==> src/rtl/spi_dr_pkg.sv <==
`timescale 1ns/1ps
package spi_dr_pkg;
    typedef enum logic [1:0] {
        EDGE_NONE  = 2'd0,
        EDGE_LEAD  = 2'd1,
        EDGE_TRAIL = 2'd2
    } edge_e;
endpackage

==> src/rtl/spi_dr_mclk.sv <==
`timescale 1ns/1ps
module spi_dr_mclk
    import spi_dr_pkg::*;
#(
    parameter int DIV_HALF = 3
) (
    input  logic  clk,
    input  logic  rst_n,
    input  logic  run,
    output logic  sck_o,
    output edge_e edge_o
);
    localparam int DW = $clog2(DIV_HALF + 1);
    localparam logic [DW-1:0] TOP = DW'(DIV_HALF - 1);

    typedef struct packed {
        logic [DW-1:0] div;
        logic          sck;
    } mclk_t;

    mclk_t s_d, s_q;

    always_comb begin
        s_d    = s_q;
        edge_o = EDGE_NONE;
        if (!run) begin
            s_d.div = '0;
            s_d.sck = 1'b0;
        end else if (s_q.div == TOP) begin
            s_d.div = '0;
            s_d.sck = ~s_q.sck;
            edge_o  = s_q.sck ? EDGE_TRAIL : EDGE_LEAD;
        end else begin
            s_d.div = s_q.div + DW'(1);
        end
    end

    always_ff @(posedge clk or negedge rst_n) begin
        if (!rst_n) s_q <= '0;
        else        s_q <= s_d;
    end

    assign sck_o = s_q.sck;

    // clock is parked low whenever no master transfer runs
    assert_sck_idle_low_R2: assert property (@(posedge clk) disable iff (!rst_n)
        !run |-> !s_q.sck);
endmodule

==> src/rtl/spi_dr_slvin.sv <==
`timescale 1ns/1ps
module spi_dr_slvin
    import spi_dr_pkg::*;
#(
    parameter int SYNC = 2
) (
    input  logic  clk,
    input  logic  rst_n,
    input  logic  sck_i,
    input  logic  ss_n_i,
    input  logic  mosi_i,
    output logic  ss_act_o,
    output logic  mosi_o,
    output edge_e edge_o
);
    typedef struct packed {
        logic [SYNC:0] sck;
        logic [SYNC:0] ss;
        logic [SYNC:0] mosi;
    } sync_t;

    sync_t s_d, s_q;

    always_comb begin
        s_d.sck  = {s_q.sck[SYNC-1:0],  sck_i};
        s_d.ss   = {s_q.ss[SYNC-1:0],   ss_n_i};
        s_d.mosi = {s_q.mosi[SYNC-1:0], mosi_i};
        edge_o   = EDGE_NONE;
        if (!s_q.ss[SYNC-1]) begin
            if (s_q.sck[SYNC-1] && !s_q.sck[SYNC])      edge_o = EDGE_LEAD;
            else if (!s_q.sck[SYNC-1] && s_q.sck[SYNC]) edge_o = EDGE_TRAIL;
        end
    end

    always_ff @(posedge clk or negedge rst_n) begin
        if (!rst_n) begin
            s_q.sck  <= '0;
            s_q.ss   <= '1;
            s_q.mosi <= '0;
        end else begin
            s_q <= s_d;
        end
    end

    assign ss_act_o = ~s_q.ss[SYNC-1];
    assign mosi_o   = s_q.mosi[SYNC-1];
endmodule

==> src/rtl/spi_dr_shift.sv <==
`timescale 1ns/1ps
module spi_dr_shift
    import spi_dr_pkg::*;
#(
    parameter int DATA_W = 8
) (
    input  logic              clk,
    input  logic              rst_n,
    input  logic              master_i,
    input  logic              ss_act_i,
    input  edge_e             edge_i,
    input  logic              rx_i,
    input  logic              wr_i,
    input  logic [DATA_W-1:0] wr_data_i,
    input  logic              clr_i,
    output logic              tx_o,
    output logic              busy_o,
    output logic              spif_o,
    output logic              wcol_o,
    output logic [DATA_W-1:0] rd_o
);
    localparam int CW = $clog2(DATA_W);
    localparam logic [CW-1:0] LAST = CW'(DATA_W - 1);

    typedef struct packed {
        logic [CW-1:0] cnt;
        logic          samp;
        logic          busy;
        logic          spif;
        logic          wcol;
    } ctl_t;

    typedef struct packed {
        logic [DATA_W-1:0] sh;
        logic [DATA_W-1:0] rd;
    } dat_t;

    ctl_t c_d, c_q;
    dat_t d_d, d_q;

    always_comb begin
        c_d = c_q;
        d_d = d_q;
        c_d.spif = c_q.spif & ~clr_i;
        c_d.wcol = c_q.wcol & ~clr_i;
        if (!master_i && !ss_act_i) begin
            c_d.cnt  = '0;
            c_d.busy = 1'b0;
        end else if (edge_i == EDGE_LEAD) begin
            c_d.samp = rx_i;
            if (!master_i) c_d.busy = 1'b1;
        end else if (edge_i == EDGE_TRAIL && c_q.busy) begin
            d_d.sh = {d_q.sh[DATA_W-2:0], c_q.samp};
            if (c_q.cnt == LAST) begin
                c_d.cnt  = '0;
                c_d.busy = 1'b0;
                c_d.spif = 1'b1;
                d_d.rd   = {d_q.sh[DATA_W-2:0], c_q.samp};
            end else begin
                c_d.cnt = c_q.cnt + CW'(1);
            end
        end
        if (wr_i) begin
            if (c_q.busy) begin
                c_d.wcol = 1'b1;
            end else begin
                d_d.sh  = wr_data_i;
                c_d.cnt = '0;
                if (master_i) c_d.busy = 1'b1;
            end
        end
    end

    always_ff @(posedge clk or negedge rst_n) begin
        if (!rst_n) c_q <= '0;
        else        c_q <= c_d;
    end

    always_ff @(posedge clk) begin
        d_q <= d_d;
    end

    assign tx_o   = d_q.sh[DATA_W-1];
    assign busy_o = c_q.busy;
    assign spif_o = c_q.spif;
    assign wcol_o = c_q.wcol;
    assign rd_o   = d_q.rd;

    // a write during a transfer raises the collision flag
    assert_wcol_on_busy_write_R5: assert property (@(posedge clk) disable iff (!rst_n)
        (c_q.busy && wr_i) |=> c_q.wcol);

    // a colliding write leaves the shifter untouched
    assert_collision_keeps_shifter_R5: assert property (@(posedge clk) disable iff (!rst_n)
        (c_q.busy && wr_i && edge_i == EDGE_NONE) |=> (d_q.sh == $past(d_q.sh)));

    // final trailing edge sets the flag and ends the transfer
    assert_done_sets_flag_R4: assert property (@(posedge clk) disable iff (!rst_n)
        (edge_i == EDGE_TRAIL && c_q.busy && c_q.cnt == LAST && (master_i || ss_act_i))
        |=> (c_q.spif && !c_q.busy));

    // deselected slave holds no partial count
    assert_deselect_clears_count_R9: assert property (@(posedge clk) disable iff (!rst_n)
        (!master_i && !ss_act_i) |=> (c_q.cnt == '0 && !c_q.busy));

    // clear without a setting event drops the completion flag
    assert_clear_drops_flag_R6: assert property (@(posedge clk) disable iff (!rst_n)
        (clr_i && !(edge_i == EDGE_TRAIL && c_q.busy)) |=> !c_q.spif);
endmodule

==> src/rtl/spi_data_port.sv <==
`timescale 1ns/1ps
module spi_data_port
    import spi_dr_pkg::*;
#(
    parameter int DATA_W   = 8,
    parameter int DIV_HALF = 3,
    parameter int SYNC     = 2
) (
    input  logic              clk,
    input  logic              rst_n,
    input  logic              master_mode,
    input  logic              wr_stb,
    input  logic [DATA_W-1:0] wr_data,
    input  logic              clr_flags,
    output logic [DATA_W-1:0] rd_data,
    output logic              xfer_done,
    output logic              wr_coll,
    output logic              sck_out,
    output logic              mosi_out,
    input  logic              miso_in,
    input  logic              sck_in,
    input  logic              mosi_in,
    input  logic              ss_n,
    output logic              miso_out,
    output logic              miso_oe
);
    edge_e m_edge, s_edge, sel_edge;
    logic  busy, ss_act, mosi_s, tx, rx;

    spi_dr_mclk #(.DIV_HALF(DIV_HALF)) u_mclk (
        .clk    (clk),
        .rst_n  (rst_n),
        .run    (busy & master_mode),
        .sck_o  (sck_out),
        .edge_o (m_edge)
    );

    spi_dr_slvin #(.SYNC(SYNC)) u_slvin (
        .clk      (clk),
        .rst_n    (rst_n),
        .sck_i    (sck_in),
        .ss_n_i   (ss_n),
        .mosi_i   (mosi_in),
        .ss_act_o (ss_act),
        .mosi_o   (mosi_s),
        .edge_o   (s_edge)
    );

    assign sel_edge = master_mode ? m_edge : s_edge;
    assign rx       = master_mode ? miso_in : mosi_s;

    spi_dr_shift #(.DATA_W(DATA_W)) u_shift (
        .clk       (clk),
        .rst_n     (rst_n),
        .master_i  (master_mode),
        .ss_act_i  (ss_act),
        .edge_i    (sel_edge),
        .rx_i      (rx),
        .wr_i      (wr_stb),
        .wr_data_i (wr_data),
        .clr_i     (clr_flags),
        .tx_o      (tx),
        .busy_o    (busy),
        .spif_o    (xfer_done),
        .wcol_o    (wr_coll),
        .rd_o      (rd_data)
    );

    assign mosi_out = tx;
    assign miso_out = tx;
    assign miso_oe  = ~master_mode & ss_act;
endmodule

==> config.mk <==
export PLATFORM = sky130hd
export DESIGN_NAME = spi_data_port
export DESIGN_NICKNAME = d
export VERILOG_FILES = /design/src/rtl/spi_dr_pkg.sv /design/src/rtl/spi_dr_mclk.sv /design/src/rtl/spi_dr_slvin.sv /design/src/rtl/spi_dr_shift.sv /design/src/rtl/spi_data_port.sv
export SDC_FILE = /design/constraint.sdc
export NUM_CORES = 1
export LEC_CHECK = 0
export CAP_MARGIN = 5
export CORE_ASPECT_RATIO = 0.5
export CORE_MARGIN = 1
export CORE_UTILIZATION = 40
export DETAILED_ROUTE_END_ITERATION = 6
export HOLD_SLACK_MARGIN = 0.12
export PLACE_DENSITY = 0.66
export SYNTH_ARGS = -nofsm -noshare
export SYNTH_HDL_FRONTEND = slang
export SYNTH_SLANG_ARGS = --single-unit
==> constraint.sdc <==
create_clock -name clk -period 2 [get_ports clk]
set_input_delay 0.3 -clock clk [delete_from_list [all_inputs] [get_ports clk]]
set_output_delay 0.3 -clock clk [all_outputs]
set_load 0.02 [all_outputs]
==> results.md <==
* Status: finished, final reports clean
* Fillers at 263
* Syn Nets at 126
* Final worst path period need at slightly below 2 ns
* Seq pwr share at 55.1%
* GRT overflow at 0
* Avg Synthesized Cell Area at between 10 and 15 um2
* Required @ worst endpoint at between 1.5 and 2 ns
* Die Y at approximately 43 um
* Clock network fraction of total power at 30.8%
* Critical path class: in2out
* GR Util met2 at between 20% and 30%
* Nature of the critical path endpoint: primary output
* Post-Route Utilization at between 50 and 60%
* H-tree levels at 2
* Cell mode on critical path: clkdlybuf4s50_1
* Vias per inst at 4.657
* Max-Cap Viols at 0
* Synth area leader: dfrtp_1
* Post-Synthesis Cells at 107
* Area grow syn2layout at 28.40%
* Yosys top cell area share at 28.12%
* Pwr Total at 1503 uW
* Startpoint Class: input pin
* Cell Area, Synth at 1335 um2
* Final WL at ~2.1 mm
* Switching part of the total at 25.20%
* Gp weighted congestion at 0.8122
* IO Count at 31
* #FFs+latches synth at 33
* Final Slew Violations at 0
* Die Wd at 83.70 um
* P_int at 1124 uW
* Critical path fanouts, max at 7
* I/O Buffers at 30
* Clk pin slew, worst setup/hold paths at 0.06 ns
* GRT Resource Usage Total at 13.78%
* Final hold slack at 0.3357 ns
* CP arrival at 1.63 ns
* Critical-path top delay cell: clkdlybuf4s50_1
* Tcrit/Tclk final at 96.48%
* CP max stage delay at 0.60 ns
* Clock skew at 0.005333 ns
* PD cells at about 900 nW/um2
* Initial antenna violation count at 0
* DRC at 0
* Switching power at about 380 uW
* Vias in the first global route at 879
* HP Class: in2async
* Clock latency on the worst-skew pair at 0.28 ns
* Total core area at 3083 um2
* RSZ-0062 raised after global routing: no
* # diodes at 0
* Hold Vio Cnt, Final at 0
* Warnings from Yosys at 0
* DPL Wire Length at roughly 1.5 mm
* CTS Buf Count at 5
* Final setup fails at 0
* Die ar. at 3587 um2
* Initial Utilization at 43.30%
* Fmax at roughly 520 MHz
* Worst rel slew slack at 77.74%
* Measured slew at the worst slew-check pin at roughly 0.33 ns
* CTS Buffer Depth at 2
* DR iter-0 viols at 19
* Critical path, cell by cell: clkdlybuf4s50_1 -> nor2_1 -> clkdlybuf4s50_1
* CTS Root Cell: clkbuf_8
* Largest cells by area after synthesis: dfrtp_1, edfxtp_1, dfxtp_1
* CTS tree: done
* GR Layer Usage met1 at 14.57%
* Share of cells above drive strength 1 at 11.59%
* DR pass1 iterations at 4
* Vias at slightly above 800
* Sequential cell area fraction in the yosys report at 62.04%
* Met3 usage at approximately 5.8%
* Busiest metal layer after global routing: met2
* Yosys cell types at 28
* # nets final at 156
* DR WL/cell at 11.85 um
* Routed Antenna Nets at 0
* Post-CTS resize count at 0
* Post-CTS setup buffer count at 0
* Combinational Power Share at 14.1%
* Cell Rows at 14
* Clk sinks at 33
* Final setup margin at 0.07038 ns
* Static Leak at around 0.00076 uW
* First-pass GRT wire length at roughly 3.7 mm
* Post-Place Worst Slack at -0.08624 ns
* Hold_buf cts at 0
* Peak VDD IR at 0.5566 mV
* Pin count of the biggest net entering global routing at 18
routing by layer:
metal  vias to the layer above  routed length, um
met3                         5                 75
met1                       393                991
met2                        16               1005
met5                         -                  0
li1                        415                  -
met4                         0                 36
registers in the layout, indices dropped and copies added, names as in the netlist:
name,flops
u_shift.rd_o,8
u_shift.d_q,7
u_slvin.s_d,5
u_shift.c_q,4
u_mclk.s_q,2
u_mclk.sck_o,1
u_shift.busy_o,1
u_shift.spif_o,1
u_shift.tx_o,1
u_shift.wcol_o,1
u_slvin.mosi_o,1
u_slvin.s_q,1
worst max-delay path: cells and delay by family:
kind	cells	cell delay (ns)
buf+inv	2	1.17
simple gates	1	0.16
cell families (layout without fill, tap and decap cells):
group                      count (synthesis)  after routing  share of synthesized area, %
xor gates and xnor gates                   1              1                        0.6562
muxes                                     11             11                         8.248
buffers and inverters                     17             48                         8.434
and+or+nand+nor                           27             27                         11.15
adders and majority gates                  2              2                         1.874
DFF                                       33             33                         62.04
AOI/OAI and AO/OA                         16             16                         7.591
area by class of cell:
type,instances,area [um2],share of cell area (%)
clock buffer,5,68.82,4.015
clock inverter,3,12.51,0.7299
inverter,4,15.01,0.8759
multi-input combinational,57,394.1,22.99
sequential,33,828.3,48.32
tap,40,50.05,2.920
timing repair buffer,36,345.3,20.15
path summary, 6_finish.rpt:
check	startpoint	cells after the start	slack, ns	endpoint
setup / recovery	master_mode	3	0.07	miso_oe
max in group asynchronous	rst_n	2	1.41	u_slvin.s_d[4]
hold reg to reg	u_slvin.s_d[7]	0	0.35	u_slvin.s_d[8]
setup reg to reg	u_slvin.s_d[8]	4	0.45	u_shift.rd_o[3]
min in group clk	u_slvin.s_d[7]	0	0.35	u_slvin.s_d[8]
hold / removal	rst_n	2	0.34	u_slvin.s_d[1]
cells in the mapped netlist:
library cell,count
nand2_1,11
dfxtp_1,8
o21ai_0,3
nor2b_1,2
buf_4,9
a21oi_1,2
nor3_1,1
xnor2_1,1
ha_1,2
nand4b_1,1
a2bb2oi_2,1
nor3b_1,1
o21bai_1,1
inv_1,4
clkbuf_1,1
buf_6,2
nand2b_1,4
or3_1,1
nor2_1,5
buf_1,1
dfstp_2,2
o21ai_1,7
nor4b_4,1
edfxtp_1,8
mux2i_1,11
a32o_1,1
dfrtp_1,15
o32ai_1,1
placed cells by master, fill, tap and decap left out, drive strengths merged, types with 3 or more instances in the layout:
cell type and count:
clkdlybuf4s50 30, edfxtp 8, nand2 11, nor2 5
mux2i 11, clkinv 3, dfxtp 8, buf 6
dfrtp 15, clkbuf 5, inv 4, o21ai 10
nand2b 4
power by group through the flow:
stage	logic [uW]	registers [uW]	clock network [uW]
detailed placement	215	841	0
floorplan	119	836	0
global route	234	839	509
finish	212	827	464
CTS	215	828	478
global placement	209	839	0
stage by stage:
step / instances / area, um2 / TNS (ns)
6_report: 178 / 1714 / 0
5_1_grt: 178 / 1714 / 0
4_1_cts: 178 / 1714 / 0
3_5_place_dp: 170 / 1633 / -0.7435
3_3_place_gp: 170 / 1633 / -0.09987
2_1_floorplan: 107 / 1335 / 0
No activity file was read; power rests on OpenSTA's default activity.
